### src/rtl/mcyc_pkg.sv
package mcyc_pkg;

    localparam int OP_W  = 6;
    localparam int ST_W  = 4;
    localparam int FN_W  = 2;

    typedef enum logic [ST_W-1:0] {
        S_FETCH    = 4'b0000,
        S_DECODE   = 4'b0001,
        S_BR_TAKE  = 4'b0010,
        S_BR_SKIP  = 4'b0011,
        S_RR_EXEC  = 4'b0100,
        S_RR_WB    = 4'b0101,
        S_OI_EXEC  = 4'b0110,
        S_OI_WB    = 4'b0111,
        S_LD_ADDR  = 4'b1000,
        S_LD_MEM   = 4'b1001,
        S_LD_WB    = 4'b1010,
        S_ST_ADDR  = 4'b1011,
        S_ST_MEM   = 4'b1100
    } ctl_state_e;

    typedef enum logic [2:0] {
        K_RR, K_ORI, K_LOAD, K_STORE, K_BEQ, K_BAD
    } op_kind_e;

    typedef enum logic [FN_W-1:0] {
        ALU_ADD  = 2'b00,
        ALU_OR   = 2'b01,
        ALU_FUNC = 2'b10
    } alu_sel_e;

    localparam logic [OP_W-1:0] OPC_RR    = 6'b000000;
    localparam logic [OP_W-1:0] OPC_ORI   = 6'b001101;
    localparam logic [OP_W-1:0] OPC_LOAD  = 6'b100011;
    localparam logic [OP_W-1:0] OPC_STORE = 6'b101011;
    localparam logic [OP_W-1:0] OPC_BEQ   = 6'b000100;

    typedef struct packed {
        logic     imem_rd;
        logic     ir_en;
        logic     a_en;
        logic     b_en;
        alu_sel_e alu_fn;
        logic     alu_src_imm;
        logic     ext_sign;
        logic     res_en;
        logic     mem_rd;
        logic     mem_wr;
        logic     mem_to_reg;
        logic     reg_dst_rd;
        logic     reg_wr;
        logic     pc_en;
        logic     pc_sel_br;
    } ctl_pts_t;

    localparam ctl_pts_t CTL_IDLE = '0;

    function automatic op_kind_e classify(input logic [OP_W-1:0] op);
        op_kind_e k;
        unique case (op)
            OPC_RR:    k = K_RR;
            OPC_ORI:   k = K_ORI;
            OPC_LOAD:  k = K_LOAD;
            OPC_STORE: k = K_STORE;
            OPC_BEQ:   k = K_BEQ;
            default:   k = K_BAD;
        endcase
        return k;
    endfunction

endpackage

### src/rtl/mcyc_opdec.sv
module mcyc_opdec
    import mcyc_pkg::*;
(
    input  logic [OP_W-1:0] opcode,
    output op_kind_e        kind
);
    always_comb kind = classify(opcode);
endmodule

### src/rtl/mcyc_seq.sv
module mcyc_seq
    import mcyc_pkg::*;
(
    input  logic       clk,
    input  logic       rst,
    input  op_kind_e   kind,
    input  logic       equal,
    output ctl_state_e state
);
    ctl_state_e nxt;

    always_comb begin
        unique case (state)
            S_FETCH:   nxt = S_DECODE;
            S_DECODE: begin
                unique case (kind)
                    K_RR:    nxt = S_RR_EXEC;
                    K_ORI:   nxt = S_OI_EXEC;
                    K_LOAD:  nxt = S_LD_ADDR;
                    K_STORE: nxt = S_ST_ADDR;
                    K_BEQ:   nxt = equal ? S_BR_TAKE : S_BR_SKIP;
                    default: nxt = S_FETCH;
                endcase
            end
            S_RR_EXEC: nxt = S_RR_WB;
            S_OI_EXEC: nxt = S_OI_WB;
            S_LD_ADDR: nxt = S_LD_MEM;
            S_LD_MEM:  nxt = S_LD_WB;
            S_ST_ADDR: nxt = S_ST_MEM;
            default:   nxt = S_FETCH;
        endcase
    end

    always_ff @(posedge clk) begin
        if (rst) state <= S_FETCH;
        else     state <= nxt;
    end
endmodule

### src/rtl/mcyc_drive.sv
module mcyc_drive
    import mcyc_pkg::*;
(
    input  ctl_state_e state,
    output ctl_pts_t   ctl
);
    always_comb begin
        ctl = CTL_IDLE;
        unique case (state)
            S_FETCH: begin
                ctl.imem_rd = 1'b1;
                ctl.ir_en   = 1'b1;
            end
            S_DECODE: begin
                ctl.a_en = 1'b1;
                ctl.b_en = 1'b1;
            end
            S_BR_TAKE: begin
                ctl.ext_sign  = 1'b1;
                ctl.pc_en     = 1'b1;
                ctl.pc_sel_br = 1'b1;
            end
            S_BR_SKIP: ctl.pc_en = 1'b1;
            S_RR_EXEC: begin
                ctl.alu_fn = ALU_FUNC;
                ctl.res_en = 1'b1;
            end
            S_RR_WB: begin
                ctl.reg_wr     = 1'b1;
                ctl.reg_dst_rd = 1'b1;
                ctl.pc_en      = 1'b1;
            end
            S_OI_EXEC: begin
                ctl.alu_fn      = ALU_OR;
                ctl.alu_src_imm = 1'b1;
                ctl.res_en      = 1'b1;
            end
            S_OI_WB: begin
                ctl.reg_wr = 1'b1;
                ctl.pc_en  = 1'b1;
            end
            S_LD_ADDR, S_ST_ADDR: begin
                ctl.alu_fn      = ALU_ADD;
                ctl.alu_src_imm = 1'b1;
                ctl.ext_sign    = 1'b1;
                ctl.res_en      = 1'b1;
            end
            S_LD_MEM: ctl.mem_rd = 1'b1;
            S_LD_WB: begin
                ctl.reg_wr     = 1'b1;
                ctl.mem_to_reg = 1'b1;
                ctl.pc_en      = 1'b1;
            end
            S_ST_MEM: begin
                ctl.mem_wr = 1'b1;
                ctl.pc_en  = 1'b1;
            end
            default: ctl = CTL_IDLE;
        endcase
    end
endmodule

### src/rtl/mcyc_ctrl.sv
module mcyc_ctrl
    import mcyc_pkg::*;
(
    input  logic            clk,
    input  logic            rst,
    input  logic [OP_W-1:0] opcode,
    input  logic            equal,
    output logic [ST_W-1:0] state_o,
    output logic            imem_rd,
    output logic            ir_en,
    output logic            a_en,
    output logic            b_en,
    output logic [FN_W-1:0] alu_fn,
    output logic            alu_src_imm,
    output logic            ext_sign,
    output logic            res_en,
    output logic            mem_rd,
    output logic            mem_wr,
    output logic            mem_to_reg,
    output logic            reg_dst_rd,
    output logic            reg_wr,
    output logic            pc_en,
    output logic            pc_sel_br
);
    op_kind_e   kind;
    ctl_state_e state;
    ctl_pts_t   ctl;

    mcyc_opdec i_opdec (.opcode(opcode), .kind(kind));

    mcyc_seq i_seq (
        .clk(clk), .rst(rst), .kind(kind), .equal(equal), .state(state)
    );

    mcyc_drive i_drive (.state(state), .ctl(ctl));

    assign state_o     = state;
    assign imem_rd     = ctl.imem_rd;
    assign ir_en       = ctl.ir_en;
    assign a_en        = ctl.a_en;
    assign b_en        = ctl.b_en;
    assign alu_fn      = ctl.alu_fn;
    assign alu_src_imm = ctl.alu_src_imm;
    assign ext_sign    = ctl.ext_sign;
    assign res_en      = ctl.res_en;
    assign mem_rd      = ctl.mem_rd;
    assign mem_wr      = ctl.mem_wr;
    assign mem_to_reg  = ctl.mem_to_reg;
    assign reg_dst_rd  = ctl.reg_dst_rd;
    assign reg_wr      = ctl.reg_wr;
    assign pc_en       = ctl.pc_en;
    assign pc_sel_br   = ctl.pc_sel_br;
endmodule

### config.mk
export PLATFORM = sky130hd
export DESIGN_NAME = mcyc_ctrl
export DESIGN_NICKNAME = d
export VERILOG_FILES = /design/src/rtl/mcyc_pkg.sv /design/src/rtl/mcyc_opdec.sv /design/src/rtl/mcyc_seq.sv /design/src/rtl/mcyc_drive.sv /design/src/rtl/mcyc_ctrl.sv
export SDC_FILE = /design/constraint.sdc
export NUM_CORES = 1
export LEC_CHECK = 0
export ABC_AREA = 1
export BUFFER_PORTS_ARGS = -buffer_cell sky130_fd_sc_hd__buf_2
export CORE_AREA = 3 3 40 42
export DETAILED_ROUTE_END_ITERATION = 12
export DIE_AREA = 0 0 43 45
export GPL_ROUTABILITY_DRIVEN = 0
export PLACE_DENSITY = 0.69
export SLEW_MARGIN = 10
export SYNTH_ARGS = -nofsm -noshare
export SYNTH_HDL_FRONTEND = slang
export SYNTH_SLANG_ARGS = --single-unit
### constraint.sdc
create_clock -name clk -period 1 [get_ports clk]
set_input_delay 0.1 -clock clk [delete_from_list [all_inputs] [get_ports clk]]
set_output_delay 0.1 -clock clk [all_outputs]
set_load 0.005 [all_outputs]
==> results.py <==
metrics = {
    "status": {
        "status": "finished with violations",
        "violations": "setup timing",
    },
    "floorplanning": {
        "die_height_um": 45,
        "start_util": 0.354,
        "ios": 29,
        "rows": 13,
        "die_area_um2": 1940,
        "die_x_um": 43,
        "core_area_um2": 1280,
    },
    "timing": {
        "fmax_ghz": 0.730,
        "hold_viol": 0,
        "skew_ns": 0.00936,
        "slew-limit-headroom": 0.859,
        "slew_violations": 0,
        "rsz0062_at_grt": "yes",
        "worst_pin_slew_ns": 0.211,
        "fin_crit_sh": 1.37,
        "fin_crit_ns": 1.37,
        "fin_ws_ns": -0.370,
        "setup_viol": 21,
    },
    "finish": {
        "nFillCells": 117,
        "regArea_um2": 95.1,
        "utilization": 0.675,
        "final_common_cell": "buf_2",
        "layout.cells.non_filler": 151,
        "largest_reg_flops": 4,
        "syn2layout_area_growth_pct": 90.4,
        "largestRegisters": "i_seq.state (4)",
        "final_nets": 147,
        "multi_input_area_um2": 324,
        "top_register": "i_seq.state",
        "final_area_um2": 867,
        "mostFrequentLayoutCells": "26 x buf_2, 16 x buf_4, 14 x inv_1, 14 x nand2_1, 14 x nor2_1",
        "num_antenna_cells": 0,
        "drive_gt1_frac": 0.588,
    },
    "routing": {
        "ant_nets": 0,
        "drc": 0,
        "route.vias.total": 681,
        "via_per_inst": 4.51,
        "routedWlPerCell_um": 10.5,
        "wl_um": 1590,
        "first_pass_iters": 4,
        "drt_iter0_markers": 13,
    },
    "critical_path": {
        "path_cells": "inv_2 > nor2_4 > inv_4 > nor2_4 > inv_2 > nand3_2 > or2_1 > buf_2",
        "crit_path_end_kind": "output pin",
        "crit_path_max_incr_delay_ns": 0.36,
        "worstPathRequired_ns": 0.90,
        "r2r_slack_ns": -0.22,
        "r2r-end": "i_seq.state[0]",
        "cp_max_fo": 4,
        "crit_slowest_cell": "dfxtp_4",
        "start_kind": "flip-flop",
        "critical_path_class": "reg -> out",
        "r2r_start": "i_seq.state[1]",
        "r2r_cells": 10,
        "arrival_ns": 1.27,
    },
    "synthesis": {
        "synth_top_area_share": 0.176,
        "yosysUniqueCellTypes": 16,
        "yosys_warnings": 0,
        "ys_seq_elements": 4,
        "synth.largest_area_cell": "dfxtp_1",
        "ys_top_cells_by_area": "dfxtp_1 18%, nor2_1 17%, inv_1 16%",
        "ys_seq_area_frac": 0.176,
        "postSynthNetCount": 96,
        "synth_cells": 87,
        "postSynthAreaPerCell_um2": 5.23,
        "netlist_area_um2": 455,
    },
    "power": {
        "p_comb_frac": 0.311,
        "p_sw_uw": 182,
        "power-per-cell-area_nw_per_um2": 651,
        "netSwitchingFraction": 0.322,
        "ir_drop_v": 0.000449,
        "pwr-share-clk": 0.390,
        "seq_power_share": 0.299,
        "cellLeakagePower_nw": 0.531,
        "p_int_uw": 383,
    },
    "cts": {
        "cts.sinks": 4,
        "clk_latency_ns": 0.25,
        "cts_hold_buf": 0,
        "clk_pin_slew_ns": 0.05,
        "clock-root-buffer": "clkbuf_4",
        "cts_buffer_depth": 2,
        "cts_buffers": 3,
        "cts_max_level": 1,
        "cts_tree": "built",
    },
    "grt": {
        "grt_max_degree": 7,
        "grt_first_pass_wirelength_um": 2290,
        "track_usage": 0.157,
        "grt_antenna_before_repair": 0,
        "first_global_vias": 601,
        "grt.overflow.total": 0,
    },
    "hold_path": {
        "min_path_cells": 2,
        "hp-class": "in -> reg",
        "min_from": "rst",
        "hold_end": "i_seq.state[3]",
    },
    "placed_design": {
        "hpwl_um": 1140,
        "portBuffers": 28,
        "placed_cell_area_um2": 689,
        "dp_slack_ns": -0.110,
        "dp_cells": 138,
    },
    "flow_run": {
        "drv_cap": 0,
    },
}
==> through the flow <==
| step | hold slack, ns | power, mW | TNS (ns) |
|---|---|---|---|
| CTS | 0.0421 | 0.559 | -4.21 |
| detailed placement | 0.300 | 0.308 | -0.595 |
| global route | 0.0691 | 0.591 | -6.11 |
| global placement | 0.296 | 0.305 | -0.473 |
| finish | 0.0505 | 0.564 | -4.81 |
| floorplan | 0.162 | 0.248 | -0.00533 |
==> cell usage after synthesis (all sizes together) <==
master and n:
nand4 1, o2111ai 1, inv 23, nand2 15, nand3 10, buf 2
o21ai 1, dfxtp 4, nor2 25, or2 1, a21oi 4
==> worst max-delay path, delay by kind of cell, from the launching register on <==
kind	cells	cell delay [ns]
flip-flops	1	0.36
AND/OR/NAND/NOR	4	0.34
buffers and inverters	4	0.32
==> routing by layer <==
layer  up-vias  wire length [um]  GRT usage
li1        356                 -          -
met1       294               590      0.151
met2        27               852      0.323
met3         4               101     0.0159
met4         0                40     0.0843
met5         -                 0          0
==> area by class of cell <==
type,count,share of cell area
repair buffers,48,0.367
clock buffers,3,0.0260
well taps,15,0.0216
flip-flops and latches,4,0.110
multi-input cells,58,0.374
inverters,23,0.102
==> power by group through the flow <==
| stage | Clock (mW) | Sequential (mW) | Combinational [mW] |
|---|---|---|---|
| floorplan | 0 | 0.176 | 0.0724 |
| global placement | 0 | 0.175 | 0.130 |
| detailed placement | 0 | 0.176 | 0.132 |
| CTS | 0.221 | 0.174 | 0.163 |
| global route | 0.225 | 0.169 | 0.197 |
| finish | 0.220 | 0.169 | 0.176 |
==> worst max-delay path by stage <==
| stage | start | endpoint | depth (start not counted) |
|---|---|---|---|
| after floorplan | i_seq.state[3] | res_en | 7 |
| after global placement | i_seq.state[1] | pc_en | 7 |
| after detailed placement | i_seq.state[1] | pc_en | 7 |
| after CTS | i_seq.state[3] | res_en | 8 |
| after global routing | i_seq.state[2] | reg_wr | 7 |
| final | i_seq.state[3] | res_en | 8 |
==> repair_timing <==
| action | in CTS | in global routing |
|---|---|---|
| setup buffers | 4 | 6 |
| pin swaps | 2 | 4 |
| endpoints found under the setup margin | 19 | 20 |
| gates resized for setup | 15 | 12 |
==> logic make-up after synthesis <==
| logic type | synth area share |
|---|---|
| AOI/OAI and AO/OA | 0.0742 |
| buffers and inverters | 0.223 |
| DFF | 0.176 |
| and+or+nand+nor | 0.527 |
Note: power is estimated with default switching activity, not from simulation.
